--- src/rtl/fpimm_pkg.sv ---
package fpimm_pkg;
  localparam int SGL_W    = 32;
  localparam int SGL_EXP  = 8;
  localparam int SGL_FRAC = SGL_W - 1 - SGL_EXP;           // 23
  localparam int DBL_W    = 64;
  localparam int DBL_EXP  = 11;
  localparam int DBL_FRAC = DBL_W - 1 - DBL_EXP;           // 52
  localparam int FRAC_PAD = DBL_FRAC - SGL_FRAC;           // 29
  localparam int IMM_W    = SGL_W / 2;                     // 16
  localparam int LZC_W    = $clog2(SGL_FRAC + 1);          // 5
  localparam int REBIAS   = (1 << (DBL_EXP - 1)) - (1 << (SGL_EXP - 1)); // 896
  localparam int DEN_LO   = REBIAS - SGL_FRAC + 1;         // 874

  typedef struct packed {
    logic wr;      // an operation is to be executed
    logic insert;  // splice path instead of plain load
  } fpimm_ctrl_t;
endpackage

--- src/rtl/fpimm_ctrl.sv ---
module fpimm_ctrl
  import fpimm_pkg::*;
(
  input  logic        opValid,
  input  logic        opSel,
  output fpimm_ctrl_t ctrl
);
  always_comb begin
    ctrl.wr     = opValid;
    ctrl.insert = opValid & opSel;
  end
endmodule

--- src/rtl/fpimm_datapath.sv ---
module fpimm_datapath
  import fpimm_pkg::*;
#(
  parameter bit OUT_REG = 1'b1
) (
  input  logic               clk,
  input  logic               rstN,
  input  fpimm_ctrl_t        ctrl,
  input  logic [IMM_W-1:0]   imm,
  input  logic [DBL_W-1:0]   regRd,
  output logic [DBL_W-1:0]   wrData,
  output logic               wrEn
);
  // ---------------- narrow 64 -> 32 (no rounding, no flags) -------------
  logic [DBL_EXP-1:0]  dExp;
  logic                inDen;
  logic [LZC_W-1:0]    denShift;
  logic [SGL_FRAC:0]   denMant;
  logic [SGL_W-1:0]    narrowed;

  always_comb begin
    dExp     = regRd[DBL_W-2 -: DBL_EXP];
    inDen    = (dExp >= DBL_EXP'(DEN_LO)) && (dExp <= DBL_EXP'(REBIAS));
    denShift = LZC_W'(DBL_EXP'(REBIAS + 1) - dExp);
    denMant  = {1'b1, regRd[DBL_FRAC-1 -: SGL_FRAC]} >> denShift;
    if (inDen)
      narrowed = {regRd[DBL_W-1], {SGL_EXP{1'b0}}, denMant[SGL_FRAC-1:0]};
    else
      narrowed = {regRd[DBL_W-1], dExp[DBL_EXP-1], dExp[SGL_EXP-2:0],
                  regRd[DBL_FRAC-1 -: SGL_FRAC]};
  end

  // ---------------- splice / load select -------------------------------
  logic [SGL_W-1:0] single;
  always_comb begin
    if (ctrl.insert) single = {narrowed[SGL_W-1:IMM_W], imm};
    else             single = {imm, {IMM_W{1'b0}}};
  end

  // ---------------- widen 32 -> 64 (denormals normalised) -------------
  logic [SGL_EXP-1:0]  sExp;
  logic [SGL_FRAC-1:0] sFrac;
  logic [LZC_W-1:0]    lzc;
  logic                seen;
  logic [SGL_FRAC-1:0] normFrac;
  logic [DBL_EXP-1:0]  wExp;
  logic [SGL_FRAC-1:0] wFrac;
  logic [DBL_W-1:0]    widened;

  always_comb begin
    sExp  = single[SGL_W-2 -: SGL_EXP];
    sFrac = single[SGL_FRAC-1:0];
    lzc   = '0;
    seen  = 1'b0;
    for (int i = SGL_FRAC - 1; i >= 0; i--) begin
      if (!seen && sFrac[i]) begin
        lzc  = LZC_W'(SGL_FRAC - 1 - i);
        seen = 1'b1;
      end
    end
    normFrac = sFrac << (lzc + LZC_W'(1));
    if (sExp == '1) begin
      wExp  = '1;
      wFrac = sFrac;
    end else if (sExp != '0) begin
      wExp  = DBL_EXP'(sExp) + DBL_EXP'(REBIAS);
      wFrac = sFrac;
    end else if (sFrac == '0) begin
      wExp  = '0;
      wFrac = '0;
    end else begin
      wExp  = DBL_EXP'(REBIAS) - DBL_EXP'(lzc);
      wFrac = normFrac;
    end
    widened = {single[SGL_W-1], wExp, wFrac, {FRAC_PAD{1'b0}}};
  end

  // ---------------- output stage --------------------------------------
  generate
    if (OUT_REG) begin : g_reg
      always_ff @(posedge clk) begin
        if (!rstN) begin
          wrData <= '0;
          wrEn   <= 1'b0;
        end else begin
          wrEn <= ctrl.wr;
          if (ctrl.wr) wrData <= widened;
        end
      end

      a_r9_wren_follows_valid: assert property (@(posedge clk) disable iff (!rstN)
        ctrl.wr |=> wrEn);
      a_r9_idle_holds: assert property (@(posedge clk) disable iff (!rstN)
        !ctrl.wr |=> (!wrEn && $stable(wrData)));
      a_r2_zero_load: assert property (@(posedge clk) disable iff (!rstN)
        (ctrl.wr && !ctrl.insert && imm == '0) |=> (wrData == '0));
    end else begin : g_comb
      assign wrData = widened;
      assign wrEn   = ctrl.wr;
    end
  endgenerate

  // datapath invariants between narrowing/widening stages
  a_r7_special_exp: assert property (@(posedge clk) disable iff (!rstN)
    (sExp == '1) |-> (widened[DBL_W-2 -: DBL_EXP] == '1));
  a_r6_denorm_range: assert property (@(posedge clk) disable iff (!rstN)
    (sExp == '0 && sFrac != '0) |->
      (widened[DBL_W-2 -: DBL_EXP] >= DBL_EXP'(DEN_LO) &&
       widened[DBL_W-2 -: DBL_EXP] <= DBL_EXP'(REBIAS)));
  a_r4_den_narrow_zero_exp: assert property (@(posedge clk) disable iff (!rstN)
    inDen |-> (narrowed[SGL_W-2 -: SGL_EXP] == '0 && narrowed[SGL_FRAC-1:0] != '0));
endmodule

--- src/rtl/fp_imm_unit.sv ---
module fp_imm_unit
  import fpimm_pkg::*;
#(
  parameter bit OUT_REG = 1'b1
) (
  input  logic        clk,
  input  logic        rstN,
  input  logic        opValid,
  input  logic        opSel,
  input  logic [15:0] imm,
  input  logic [63:0] regRd,
  output logic [63:0] wrData,
  output logic        wrEn
);
  fpimm_ctrl_t ctrl;

  fpimm_ctrl u_ctrl (
    .opValid (opValid),
    .opSel   (opSel),
    .ctrl    (ctrl)
  );

  fpimm_datapath #(.OUT_REG(OUT_REG)) u_dp (
    .clk    (clk),
    .rstN   (rstN),
    .ctrl   (ctrl),
    .imm    (imm),
    .regRd  (regRd),
    .wrData (wrData),
    .wrEn   (wrEn)
  );
endmodule

--- config.mk ---
export PLATFORM = sky130hd
export DESIGN_NAME = fp_imm_unit
export DESIGN_NICKNAME = d
export VERILOG_FILES = /design/src/rtl/fpimm_pkg.sv /design/src/rtl/fpimm_ctrl.sv /design/src/rtl/fpimm_datapath.sv /design/src/rtl/fp_imm_unit.sv
export SDC_FILE = /design/constraint.sdc
export NUM_CORES = 1
export LEC_CHECK = 0
export CORE_MARGIN = 2
export CORE_UTILIZATION = 46
export DETAILED_ROUTE_END_ITERATION = 8
export PLACE_DENSITY = 0.78
export SYNTH_ARGS = -nofsm -noshare
export SYNTH_HDL_FRONTEND = slang
export SYNTH_SLANG_ARGS = --single-unit
--- constraint.sdc ---
create_clock -name clk -period 6.85 [get_ports clk]
set_input_delay 1.0275 -clock clk [delete_from_list [all_inputs] [get_ports clk]]
set_output_delay 1.0275 -clock clk [all_outputs]
set_load 0.05 [all_outputs]
==> impl_metrics.yaml <==
clocking:
  clk_latency_ns: 0.29
  cts.sinks: 35
  cts_root_buffer: "clkbuf_8"
  clkTransAtPathRegs_ns: 0.08
  post_cts_resized: 0
  clockBufferDepth: 2
  post_cts_buffers: 0
  cts_tree: "built"
  cts_htree_levels: 2
  numCtsBuffers: 5
  cts_hold_buf: 0
setup_path:
  endpoint: "u_dp.wrData[35]"
  r2r_start: "u_dp.wrData[46]"
  critPathKind: "in -> reg"
  r2r.worst_path.cells: 3
  reg2reg_setup_slack_ns: 5.96
  cp_max_fo: 13
  worstSetupPathDepth: 22
  worstPathRequired_ns: 7.03
  crit_chain: "clkdlybuf4s50_1 -> inv_1 -> ha_1 -> nor3b_2 -> and4b_1 -> o21ba_1 -> buf_4 -> o31a_1 -> o31a_1 -> and4_1 -> nand3b_1 -> o22ai_1 -> inv_1 -> ha_1 -> buf_4 -> nor2_1 -> nand2_1 -> mux2i_1 -> a31oi_1 -> o2bb2ai_1 -> a222oi_1 -> nor2b_1"
  startpoint_type: "input port"
  endpoint_kind: "flop"
  critPathArrivalTime_ns: 6.51
  worstReg2RegEnd: "u_dp.wrData[46]"
  cp-startpoint: "regRd[53]"
  crit_family: "compound AO/OA/AOI/OAI gates"
  max_stage_delay_ns: 0.44
  cp_num_buf_inv: 5
  cp_slowest_cell: "a31oi_1"
power_and_ir_drop:
  cellLeakagePower_nw: 1.90
  ir_worst_vdd_uv: 102
  p_total_mw: 0.814
  p_per_area_nw_per_um2: 166
sta:
  fin_skew_ns: 0
  setup_viol: 0
  grt_setup_unrepaired: "false"
  tightest_slew_ns: 1.00
  finalSetupTns_ns: 0
  hold_violations: 0
  worst_slack_ns: 0.521
  layout_min_cycle_time_ns: 6.33
  finalCritPeriodShare_pct: 92.4
  report.final.slew_viol_count: 0
  slew_headroom_pct: 33.0
  max_freq_mhz: 158
die:
  io-pin-count: 149
  die_w_um: 98.3
  die_h_um: 98.3
  fp.dieArea_um2: 9660
  start_util_pct: 47.1
  core_um2: 8680
  rows: 34
final_layout:
  mostFrequentLayoutCells: "clkdlybuf4s50_1 (74), nand2_1 (63), nor2_1 (51), o21ai_0 (48)"
  fillers: 842
  fin_nets: 706
  diodes: 0
  syn2layout_area_growth_pct: 19.7
  drive_above_1_share_pct: 9.85
  final_common_cell: "clkdlybuf4s50_1"
placement:
  place_congestion: 0.994
  io_buffers: 74
  dp_slack_ns: 0.382
  dpl.hpwl_mm: 10.7
global_route:
  grt_pass1_vias: 4358
  grt_pass1_wl_mm: 22.0
  grt.total_usage_pct: 27.8
  grt_antenna_before_repair: 0
  grt_overflow: 0
  grt_max_degree: 50
route:
  drt_first_pass_iters: 5
  vias_per_cell: 6.36
  wl_mm: 14.0
  drc_errors: 0
  ant_nets: 0
  num_vias: 4621
  drt_iter0_markers: 342
  post_drt_wl_per_cell_um: 19.2
logic_synthesis:
  ys_seq_area_share_pct: 17.1
  synth.distinct_cells: 81
  synth_top_flop_cell: "dfxtp_1"
  syn_avg_cell_area_um2: 7.22
  ys_ff_latch: 35
  netlist_instances: 567
  syn_area_um2: 4090
  ys_async_sr_fraction_pct: 0
  yosys_warnings: 0
  synth_edf_count: 0
run:
  cap_violations: 0
worst_hold_path:
  hp-class: "reg -> reg"
outcome:
  status: "finished, final reports clean"
## final cells by class
type / instances / area [um^2] / area share, %
clock buffer: 7 / 96.3 / 1.97
clock inverter: 1 / 7.51 / 0.153
inverter: 16 / 62.6 / 1.28
multi-input combinational: 467 / 3010 / 61.5
sequential: 35 / 701 / 14.3
tap: 108 / 135 / 2.76
timing repair buffer: 93 / 883 / 18.0
## synth_stat cells, types with 7 or more instances
master	number	area, um^2
o21ai_0	48	240
buf_2	7	35.0
mux2i_1	33	330
o211a_1	7	70.1
nor4_1	9	56.3
and3_1	7	43.8
mux2_2	7	78.8
a222oi_1	8	80.1
nor2_1	51	191
a221oi_1	7	61.3
a21oi_1	35	175
nor2b_1	13	81.3
a31oi_1	19	119
inv_1	14	52.6
dfxtp_1	35	701
buf_4	33	248
nand2_1	63	236
nor3_1	18	90.1
nand3_1	7	35.0
clkbuf_1	36	135
## stage by stage
| step | hold slack [ns] | instance area (um^2) | util [%] | std cells |
|---|---|---|---|---|
| after detailed placement | 0.472 | 4790 | 55.2 | 719 |
| after CTS | 0.491 | 4900 | 56.4 | 727 |
| after global placement | 0.465 | 4790 | 55.2 | 719 |
| after global routing | 0.509 | 4900 | 56.4 | 727 |
| final | 0.488 | 4900 | 56.4 | 727 |
| after floorplan | 0.748 | 4200 | - | 595 |
## registers in the layout (all words and copies together), names as in the netlist
name,count
u_dp.wrData,34
u_dp.wrEn,1
## where the power goes
| part | switching [mW] | internal (mW) |
|---|---|---|
| registers | 0.00654 | 0.217 |
| logic | 0.270 | 0.147 |
| clock network | 0.0821 | 0.0916 |
## per-layer routing
| layer | wire length (um) | global-route usage [%] | vias to the layer above | part of all wire, % |
|---|---|---|---|---|
| li1 | - | - | 2162 | - |
| met1 | 5870 | 35.1 | 2173 | 42 |
| met2 | 6500 | 47.5 | 239 | 47 |
| met3 | 1000 | 3.58 | 47 | 7.2 |
| met4 | 590 | 11.9 | 0 | 4.2 |
| met5 | 0 | 0 | - | 0 |
## how the worst min path moves through the flow
stage                           end       startpoint  depth (start not counted)
finish              u_dp.wrData[62]  u_dp.wrData[62]                          1
floorplan           u_dp.wrData[39]  u_dp.wrData[39]                          2
global placement    u_dp.wrData[63]  u_dp.wrData[63]                          1
CTS                 u_dp.wrData[63]  u_dp.wrData[63]                          1
detailed placement  u_dp.wrData[63]  u_dp.wrData[63]                          1
global route        u_dp.wrData[62]  u_dp.wrData[62]                          1
## kinds of logic after synthesis
family	count (synthesis)	synth area share (%)
buf+inv	93	11.8
other cells	1	0.0917
flops	35	17.1
mux	44	12.2
simple gates	195	23.1
fa+ha+maj	4	1.22
compound gates	191	33.4
xor+xnor	4	1.04
Note: power is estimated with default switching activity, not from simulation.
